## config.mk

```make
export PLATFORM = sky130hd
export DESIGN_NAME = mbox_regif
export DESIGN_NICKNAME = d
export VERILOG_FILES = /design/src/rtl/mbox_pkg.sv /design/src/rtl/mbox_fifo.sv /design/src/rtl/mbox_csr.sv /design/src/rtl/mbox_regif.sv
export SDC_FILE = /design/constraint.sdc
export NUM_CORES = 1
export LEC_CHECK = 0
export BUFFER_PORTS_ARGS = -buffer_cell sky130_fd_sc_hd__buf_4
export CELL_PAD_IN_SITES_DETAIL_PLACEMENT = 2
export CELL_PAD_IN_SITES_GLOBAL_PLACEMENT = 2
export CORE_MARGIN = 2
export CORE_UTILIZATION = 50
export DETAILED_ROUTE_END_ITERATION = 7
export PLACE_DENSITY_LB_ADDON = 0.1
export SLEW_MARGIN = 5
export SYNTH_ARGS = -nofsm -noshare
export SYNTH_HDL_FRONTEND = slang
export SYNTH_SLANG_ARGS = --single-unit
export TNS_END_PERCENT = 1
```

## constraint.sdc

```tcl
create_clock -name clk -period 6.9 [get_ports clk]
set_input_delay 1.38 -clock clk [delete_from_list [all_inputs] [get_ports clk]]
set_output_delay 1.38 -clock clk [all_outputs]
set_load 0.02 [all_outputs]
```

## src/rtl/mbox_pkg.sv

```systemverilog
package mbox_pkg;
  // Byte offsets of the host-visible words
  localparam logic [7:0] OFS_DOORBELL = 8'h20;
  localparam logic [7:0] OFS_STATUS   = 8'h30;
  localparam logic [7:0] OFS_MASK     = 8'h34;
  localparam logic [7:0] OFS_OVF      = 8'h38;
  localparam logic [7:0] OFS_REQUEST  = 8'h40;
  localparam logic [7:0] OFS_REPLY    = 8'h44;
  localparam logic [7:0] OFS_SCRATCH  = 8'hB0;
  localparam logic [7:0] OFS_CFG_TBL  = 8'hB4;
  localparam logic [7:0] OFS_CFG_MEM  = 8'hB8;

  // Bit that is both the pending flag in the status word and the disable bit of the mask
  localparam int unsigned IRQ_BIT = 3;

  localparam logic [31:0] MASK_RESET_WORD = 32'h0000_0008;
  localparam logic [31:0] FW_READY_WORD   = 32'hFFFF_0000;
  localparam logic [31:0] EMPTY_WORD      = 32'hFFFF_FFFF;
endpackage

```

## src/rtl/mbox_fifo.sv

```systemverilog
module mbox_fifo #(
  parameter int unsigned WIDTH = 32,
  parameter int unsigned DEPTH = 8
) (
  input  logic             clk,
  input  logic             rst_n,
  input  logic             push,
  input  logic [WIDTH-1:0] din,
  input  logic             pop,
  output logic [WIDTH-1:0] dout,
  output logic             empty,
  output logic             full
);
  localparam int unsigned PW = (DEPTH > 1) ? $clog2(DEPTH) : 1;
  localparam int unsigned CW = $clog2(DEPTH + 1);

  logic [WIDTH-1:0] mem [DEPTH];
  logic [PW-1:0]    wptr, rptr;
  logic [CW-1:0]    cnt;
  logic             push_ok, pop_ok;

  assign empty   = (cnt == '0);
  assign full    = (cnt == CW'(DEPTH));
  assign push_ok = push && !full;
  assign pop_ok  = pop && !empty;
  assign dout    = mem[rptr];

  always_ff @(posedge clk) begin
    if (push_ok) mem[wptr] <= din;
  end

  always_ff @(posedge clk or negedge rst_n) begin
    if (!rst_n) begin
      wptr <= '0;
      rptr <= '0;
      cnt  <= '0;
    end else begin
      if (push_ok) wptr <= (wptr == PW'(DEPTH - 1)) ? '0 : wptr + 1'b1;
      if (pop_ok)  rptr <= (rptr == PW'(DEPTH - 1)) ? '0 : rptr + 1'b1;
      case ({push_ok, pop_ok})
        2'b10:   cnt <= cnt + 1'b1;
        2'b01:   cnt <= cnt - 1'b1;
        default: cnt <= cnt;
      endcase
    end
  end
endmodule

```

## src/rtl/mbox_csr.sv

```systemverilog
module mbox_csr
  import mbox_pkg::*;
#(
  parameter int unsigned AW            = 8,
  parameter int unsigned DW            = 32,
  parameter logic [31:0] CFG_TABLE_LOC = 32'h0000_1000,
  parameter logic [31:0] CFG_MEM_LOC   = 32'h0000_0000
) (
  input  logic          clk,
  input  logic          rst_n,
  input  logic          host_wr,
  input  logic          host_rd,
  input  logic [AW-1:0] host_addr,
  input  logic [DW-1:0] host_wdata,
  output logic [DW-1:0] host_rdata,
  output logic          host_rvalid,
  input  logic          in_full,
  input  logic          ob_empty,
  input  logic [DW-1:0] ob_head,
  input  logic          fw_ready,
  output logic          in_push,
  output logic          ob_pop,
  output logic [DW-1:0] mask_word,
  output logic [DW-1:0] doorbell_word,
  output logic          ovf_flag
);
  localparam logic [AW-1:0] A_DB   = AW'(OFS_DOORBELL);
  localparam logic [AW-1:0] A_STAT = AW'(OFS_STATUS);
  localparam logic [AW-1:0] A_MASK = AW'(OFS_MASK);
  localparam logic [AW-1:0] A_OVF  = AW'(OFS_OVF);
  localparam logic [AW-1:0] A_REQ  = AW'(OFS_REQUEST);
  localparam logic [AW-1:0] A_REP  = AW'(OFS_REPLY);
  localparam logic [AW-1:0] A_SCR  = AW'(OFS_SCRATCH);
  localparam logic [AW-1:0] A_CTB  = AW'(OFS_CFG_TBL);
  localparam logic [AW-1:0] A_CMB  = AW'(OFS_CFG_MEM);

  logic          wr_req, rd_rep;
  logic [DW-1:0] rd_next;

  assign wr_req  = host_wr && (host_addr == A_REQ);
  assign rd_rep  = host_rd && (host_addr == A_REP);
  assign in_push = wr_req && !in_full;
  assign ob_pop  = rd_rep && !ob_empty;

  always_comb begin
    case (host_addr)
      A_DB:    rd_next = doorbell_word;
      A_STAT:  rd_next = ob_empty ? '0 : (DW'(1) << IRQ_BIT);
      A_MASK:  rd_next = mask_word;
      A_OVF:   rd_next = DW'(ovf_flag);
      A_REP:   rd_next = ob_empty ? DW'(EMPTY_WORD) : ob_head;
      A_SCR:   rd_next = fw_ready ? DW'(FW_READY_WORD) : '0;
      A_CTB:   rd_next = DW'(CFG_TABLE_LOC);
      A_CMB:   rd_next = DW'(CFG_MEM_LOC);
      default: rd_next = '0;
    endcase
  end

  always_ff @(posedge clk or negedge rst_n) begin
    if (!rst_n) begin
      host_rdata  <= '0;
      host_rvalid <= 1'b0;
    end else begin
      host_rvalid <= host_rd;
      if (host_rd) host_rdata <= rd_next;
    end
  end

  always_ff @(posedge clk or negedge rst_n) begin
    if (!rst_n) begin
      mask_word     <= DW'(MASK_RESET_WORD);
      doorbell_word <= '0;
      ovf_flag      <= 1'b0;
    end else begin
      if (host_wr && host_addr == A_MASK) mask_word     <= host_wdata;
      if (host_wr && host_addr == A_DB)   doorbell_word <= host_wdata;
      if (wr_req && in_full)
        ovf_flag <= 1'b1;
      else if (host_wr && host_addr == A_OVF && host_wdata[0])
        ovf_flag <= 1'b0;
    end
  end
endmodule

```

## src/rtl/mbox_regif.sv

```systemverilog
module mbox_regif
  import mbox_pkg::*;
#(
  parameter int unsigned AW            = 8,
  parameter int unsigned DW            = 32,
  parameter int unsigned MAX_CMDS      = 16,
  parameter logic [31:0] CFG_TABLE_LOC = 32'h0000_1000,
  parameter logic [31:0] CFG_MEM_LOC   = 32'h0000_0000
) (
  input  logic          clk,
  input  logic          rst_n,
  input  logic          host_wr,
  input  logic          host_rd,
  input  logic [AW-1:0] host_addr,
  input  logic [DW-1:0] host_wdata,
  output logic [DW-1:0] host_rdata,
  output logic          host_rvalid,
  output logic          cmd_valid,
  input  logic          cmd_ready,
  output logic [DW-1:0] cmd_addr,
  input  logic          cpl_valid,
  output logic          cpl_ready,
  input  logic [DW-1:0] cpl_tag,
  input  logic          fw_ready,
  output logic [DW-1:0] doorbell,
  output logic          irq
);
  logic          in_push, in_empty, in_full;
  logic          ob_pop, ob_empty, ob_full;
  logic [DW-1:0] ob_head;
  logic [DW-1:0] mask_word;
  logic          ovf_flag;

  mbox_fifo #(.WIDTH(DW), .DEPTH(MAX_CMDS)) u_inq (
    .clk   (clk),
    .rst_n (rst_n),
    .push  (in_push),
    .din   (host_wdata),
    .pop   (cmd_ready),
    .dout  (cmd_addr),
    .empty (in_empty),
    .full  (in_full)
  );

  mbox_fifo #(.WIDTH(DW), .DEPTH(MAX_CMDS)) u_obq (
    .clk   (clk),
    .rst_n (rst_n),
    .push  (cpl_valid),
    .din   (cpl_tag),
    .pop   (ob_pop),
    .dout  (ob_head),
    .empty (ob_empty),
    .full  (ob_full)
  );

  mbox_csr #(
    .AW(AW), .DW(DW), .CFG_TABLE_LOC(CFG_TABLE_LOC), .CFG_MEM_LOC(CFG_MEM_LOC)
  ) u_csr (
    .clk           (clk),
    .rst_n         (rst_n),
    .host_wr       (host_wr),
    .host_rd       (host_rd),
    .host_addr     (host_addr),
    .host_wdata    (host_wdata),
    .host_rdata    (host_rdata),
    .host_rvalid   (host_rvalid),
    .in_full       (in_full),
    .ob_empty      (ob_empty),
    .ob_head       (ob_head),
    .fw_ready      (fw_ready),
    .in_push       (in_push),
    .ob_pop        (ob_pop),
    .mask_word     (mask_word),
    .doorbell_word (doorbell),
    .ovf_flag      (ovf_flag)
  );

  assign cmd_valid = !in_empty;
  assign cpl_ready = !ob_full;
  assign irq       = !ob_empty && !mask_word[IRQ_BIT];
endmodule

```

==> impl_metrics.json, run 1 <==
{
  "syn_inst": 2299,
  "crit_path_start": "u_inq.rptr[1]",
  "hold_path.startpoint": "u_csr.mask_word[21]",
  "cts-root-buf": "clkbuf_16",
  "track_usage_pct": 30.5,
  "cap_violations": 0,
  "drt_iter0_drc": 2058,
  "grt_pass1_vias": 26800,
  "gp_congestion": 0.786,
  "clk_pin_slew_ns": 0.06,
  "core_area_mm2": 0.0885,
  "grt_max_degree": 102,
  "dieArea_mm2": 0.0919,
  "cpMostUsedCell": "buf_4",
  "critPathRequiredTime_ns": 5.52,
  "dpl_cell_area_mm2": 0.0475,
  "end_kind": "primary output",
  "final_cell_area_mm2": 0.0513,
  "finalCritPeriodShare_pct": 77.2,
  "hold_viol": 0,
  "synth.distinct_cells": 62,
  "wirelength_um": 138000,
  "skew_ns": 0.0432,
  "vias": 24200,
  "pwr_density_cell_mw_per_mm2": 355,
  "clockBufferDepth": 3,
  "tns_ns": 0,
  "power.leakage_nw": 17.4,
  "yosysSeqAreaShare_pct": 75.7,
  "io_pins": 179,
  "cts_resized": 0,
  "period_minus_slack_ns": 5.33,
  "worstPathBufferInverterCount": 3,
  "initial_core_util_pct": 50.5,
  "htree_levels": 3,
  "synth.most_common_cell": "edfxtp_1",
  "hold_class": "register to register",
  "cts_sinks": 1148,
  "path_depth": 7,
  "critPathArrivalTime_ns": 3.95,
  "drc_errors": 0,
  "tightest_slew_ns": 1.17,
  "slew_headroom_pct": 21.8,
  "nets": 2606,
  "cp_top_family": "buffers and inverters",
  "die_h_um": 303,
  "grt_pass1_wl_um": 199000,
  "ys_ff_latch": 1148,
  "slowest_delay_ns": 0.69,
  "post_synth.cell_area_avg_um2": 19.5,
  "rr_startpoint": "u_inq.cnt[1]",
  "drive_above_1_share_pct": 24.8,
  "netlist.area_leader.share_pct": 68.7,
  "max_freq_ghz": 0.188,
  "r2r_cells": 11,
  "dr_wl_met3_um": 7290,
  "ir_drop_v": 0.000236,
  "grt_setup_unrepaired": "false",
  "synth_commonest_cells": "edfxtp_1 (1024), mux2i_1 (191), mux4_2 (161)",
  "synthArstFlopShare_pct": 10.8,
  "highest_layer": "met5",
  "portBuffers": 178,
  "cts_setup_buffers": 0,
  "vias_per_cell": 6.41,
  "hpwlAfterDp_um": 82100,
  "finish.utilization_pct": 58.0,
  "setup_viol": 0,
  "cp_max_fo": 46,
  "netlist_area_mm2": 0.0447,
  "met1_length_um": 53500,
  "cts_tree": "built",
  "synth_enable_flop_cells": 1024,
  "antenna_found_initial": 5,
  "area_delta_synth_final_pct": 14.7,
  "synth_flop_cell": "edfxtp_1",
  "wire_per_inst_um": 36.6,
  "numCtsBuffers": 117,
  "syn_nets": 2397,
  "crit_chain": "buf_4, nor2b_4, buf_4, a221oi_1, o21ai_0, nand2_1, buf_4",
  "hold_buffers": 0,
  "crit_type": "register to primary output",
  "min_path_cells": 1,
  "die_w_um": 303,
  "start_kind": "register",
  "synth_warnings": 0,
  "slew_violations": 0,
  "rows": 109,
  "ant_nets": 0,
  "synth_area_leaders": "edfxtp_1 (69%), mux4_2 (8.1%), dfrtp_1 (6.9%)",
  "wl_met2_um": 73600,
  "overflow": 0,
  "drtPass1Iterations": 7,
  "crit_slowest_cell": "nor2b_4",
  "worstSkewPairLatency_ns": 0.71,
  "yosys.area.top_type": "edfxtp_1",
  "status": "finished, final reports clean"
}
[state kept, by name (all words and copies together), names as in the netlist, 5 cells and up]
signal,flops
u_csr.host_rdata,32
u_inq.cnt,5
u_obq.mem,512
u_obq.cnt,5
u_csr.doorbell_word,32
u_csr.mask_word,32
u_inq.mem,512
[stage by stage]
step / hold slack [ns] / worst slack, ns / total power [mW] / cells
after floorplan: 0.464 / 1.04 / 10.4 / 2299
after global placement: 0.489 / 2.57 / 11.8 / 3554
after detailed placement: 0.500 / 2.28 / 12.0 / 3554
after CTS: 0.512 / 1.59 / 18.3 / 3773
after global routing: 0.531 / 1.44 / 18.8 / 3774
final: 0.512 / 1.57 / 18.2 / 3775
[power by group]
part	internal [mW]	switching, mW
clock network	3.59	2.74
registers	7.92	0.281
logic	1.38	2.32
total	12.9	5.33
[worst reg2reg max path, stage by stage (launching register included)]
cell	delay, ns
dfrtp_1	0.42
or4_1	0.64
nand2b_1	0.33
nand2_1	0.34
inv_1	0.24
ha_1	0.35
ha_1	0.36
nor2b_1	0.16
o21ai_0	0.31
a21oi_1	0.16
nor3_1	0.32
xnor2_1	0.20
[kinds of logic after synthesis]
family | Yosys count | share of synthesized area, %
DFF | 1148 | 75.7
buffers and inverters | 155 | 1.43
and+or+nand+nor | 168 | 1.85
AOI/OAI and AO/OA | 373 | 6.09
adders and majority gates | 19 | 0.548
muxes | 421 | 14.1
xor gates and xnor gates | 15 | 0.294
[per-layer routing]
layer	GRT usage, %	up-vias
met4	8.29	8
met5	0	-
met2	54.8	813
met3	5.25	221
met1	38.2	13300
li1	-	9905
[worst paths after layout]
path / end / slack, ns
max: cmd_addr[31] / 1.57
min: u_csr.mask_word[21] / 0.51
max reg2reg: u_inq.cnt[4] / 2.98
min reg2reg: u_csr.mask_word[21] / 0.51
max in group asynchronous: u_csr.mask_word[21] / 4.71
min in group asynchronous: u_inq.cnt[2] / 0.69
[area by class of cell]
class / instances / area, um2
multi-input combinational: 996 / 10400
clock buffer: 156 / 3250
antenna: 2 / 5.00
fill: 7253 / 37200
tap: 1165 / 1460
clock inverter: 63 / 531
inverter: 17 / 63.8
timing repair buffer: 228 / 1740
sequential: 1148 / 33900
[placed cells by master, fill, tap and decap left out, types with 4 or more instances in the layout]
cell and count:
buf_4 225, nor3_2 4, o21ai_0 64, nor3_1 6, nand2_1 75, mux2i_1 191, dfrtp_1 119, clkinv_2 23
a22o_1 14, mux4_2 161, nor2_4 13, a221oi_1 64, o22ai_1 31, xor2_1 8, clkinv_1 25, clkbuf_8 11
a211oi_1 30, clkbuf_1 25, inv_1 17, a221o_1 33, nand3_1 9, nor2_1 9, bufinv_16 8, ha_1 18
a22oi_1 64, a21oi_1 26, and2_2 11, a21boi_0 30, mux2_1 30, nand2b_1 7, mux2_2 39, edfxtp_1 1024
clkbuf_16 120, xnor2_1 7
Note: power is estimated with default switching activity, not from simulation.
==> run 2: changes to the inputs <==
--- a/config.mk
+++ b/config.mk
@@ -9,7 +9,7 @@
 export CELL_PAD_IN_SITES_DETAIL_PLACEMENT = 2
 export CELL_PAD_IN_SITES_GLOBAL_PLACEMENT = 2
 export CORE_MARGIN = 2
-export CORE_UTILIZATION = 50
+export CORE_UTILIZATION = 43
 export DETAILED_ROUTE_END_ITERATION = 7
 export PLACE_DENSITY_LB_ADDON = 0.1
 export SLEW_MARGIN = 5
==> constraint.sdc (replaced) <==
create_clock -name clk -period 4.9 [get_ports clk]
set_input_delay 0.98 -clock clk [delete_from_list [all_inputs] [get_ports clk]]
set_output_delay 0.98 -clock clk [all_outputs]
set_load 0.02 [all_outputs]
==> run 2 against run 1 <==
  * Clock skew decreased by 0.020 ns
  * Design area increased by 2.2%
  * Critical path type unchanged
  * Sequential cell count is the same
  * Critical endpoint is now cmd_addr[16]
  * Register-to-register slack got worse by 1.5 ns
==> impl_metrics.json, run 2 (synthesis results as in run 1) <==
{
  "status": "finished, final reports clean",
  "tightest_slew_ns": 1.24,
  "hpwlAfterDp_um": 80700,
  "core_area_mm2": 0.103,
  "wire_per_inst_um": 33.2,
  "critPathArrivalTime_ns": 3.51,
  "htree_levels": 3,
  "worstSkewPairLatency_ns": 0.73,
  "hold_viol": 0,
  "final_cell_area_mm2": 0.0525,
  "power.leakage_nw": 17.8,
  "rows": 118,
  "critPathRequiredTime_ns": 3.92,
  "drt_iter0_drc": 1958,
  "slew_headroom_pct": 17.3,
  "rr_endpoint": "u_obq.cnt[4]",
  "setup_viol": 0,
  "nets": 2639,
  "finalCritPeriodShare_pct": 91.7,
  "clk_pin_slew_ns": 0.06,
  "io_pins": 179,
  "crit_path_start": "u_inq.rptr[2]",
  "grt_pass1_wl_um": 194000,
  "vias": 23800,
  "reg2reg_slack_ns": 1.47,
  "r2r_cells": 12,
  "portBuffers": 178,
  "cap_violations": 0,
  "drive_above_1_share_pct": 26.2,
  "cp_max_fo": 42,
  "crit_type": "register to primary output",
  "gp_congestion": 0.760,
  "cts_tree": "built",
  "wirelength_um": 134000,
  "ir_drop_v": 0.000304,
  "drtPass1Iterations": 5,
  "slew_violations": 0,
  "largestRegisters": "u_inq.mem x512, u_obq.mem x512",
  "end_kind": "primary output",
  "cts_setup_buffers": 0,
  "grt_max_degree": 94,
  "ant_nets": 0,
  "drc_errors": 0,
  "initial_core_util_pct": 43.3,
  "die_w_um": 327,
  "final_common_cell": "edfxtp_1",
  "cts_sinks": 1148,
  "antenna_found_initial": 5,
  "overflow": 0,
  "grt_setup_unrepaired": "false",
  "pwr_density_cell_mw_per_mm2": 503,
  "cts_resized": 0,
  "dieArea_mm2": 0.107,
  "grt_pass1_vias": 26600,
  "hold_class": "input port to async pin",
  "dpl_cell_area_mm2": 0.0482,
  "max_freq_ghz": 0.223,
  "track_usage_pct": 25.2,
  "crit_end": "cmd_addr[16]",
  "tns_ns": 0,
  "vias_per_cell": 5.91,
  "area_delta_synth_final_pct": 17.2,
  "die_h_um": 327,
  "rr_startpoint": "u_obq.cnt[2]",
  "start_kind": "register",
  "hold_buffers": 0,
  "skew_ns": 0.0232,
  "cts-root-buf": "clkbuf_16",
  "final_cell_mix": "edfxtp_1 (1024), buf_4 (239), mux2i_1 (191)",
  "numCtsBuffers": 121,
  "period_minus_slack_ns": 4.49,
  "clockBufferDepth": 3
}
run 2: routing by layer:
layer,GRT usage (%),vias up,wire (um)
met5,0,-,28
met4,6.30,4,2930
met3,4.09,190,6400
met2,44.1,642,69300
met1,32.9,13000,55000
li1,-,9973,-
run 2: critical path: stages, from the launching register on:
cell and delay [ns]:
dfrtp_1 0.76, nor2b_4 0.75, buf_12 0.32, a221oi_1 0.20
a22oi_1 0.33, nand2_1 0.18, buf_4 0.20
run 2: power breakdown:
group	switching, mW	internal (mW)	total [mW]
Sequential	0.388	11.1	11.5
Combinational	3.15	2.00	5.15
Clock	3.94	5.78	9.72
Total	7.47	18.9	26.4
run 2: layout make-up:
class,instances,area (um2)
fillers,9089,50900
flip-flops and latches,1148,33900
multi-input cells,996,10400
clock buffers,161,3300
repair buffers,257,2150
well taps,1380,1730
clock inverters,70,908
inverters,17,63.8
diodes,2,5.00
run 2: worst min path at each step:
stage	depth (start not counted)	from	slack, ns	to
floorplan	2	u_csr.ovf_flag	0.46	u_csr.ovf_flag
global placement	1	u_csr.mask_word[23]	0.49	u_csr.mask_word[23]
detailed placement	1	u_csr.mask_word[20]	0.50	u_csr.mask_word[20]
CTS	1	rst_n	0.34	u_csr.doorbell_word[24]
global route	1	rst_n	0.37	u_csr.doorbell_word[24]
finish	1	rst_n	0.32	u_csr.doorbell_word[24]
run 2: stage by stage:
| step | worst slack (ns) | cells | hold WS [ns] | utilization [%] | total power [mW] |
|---|---|---|---|---|---|
| after floorplan | -0.564 | 2299 | 0.464 | - | 14.7 |
| after global placement | 0.814 | 3798 | 0.488 | 46.7 | 16.7 |
| after detailed placement | 0.809 | 3798 | 0.498 | 46.7 | 16.9 |
| after CTS | 0.376 | 4029 | 0.340 | 50.7 | 26.7 |
| after global routing | 0.277 | 4030 | 0.373 | 50.7 | 27.3 |
| final | 0.409 | 4031 | 0.320 | 50.8 | 26.4 |
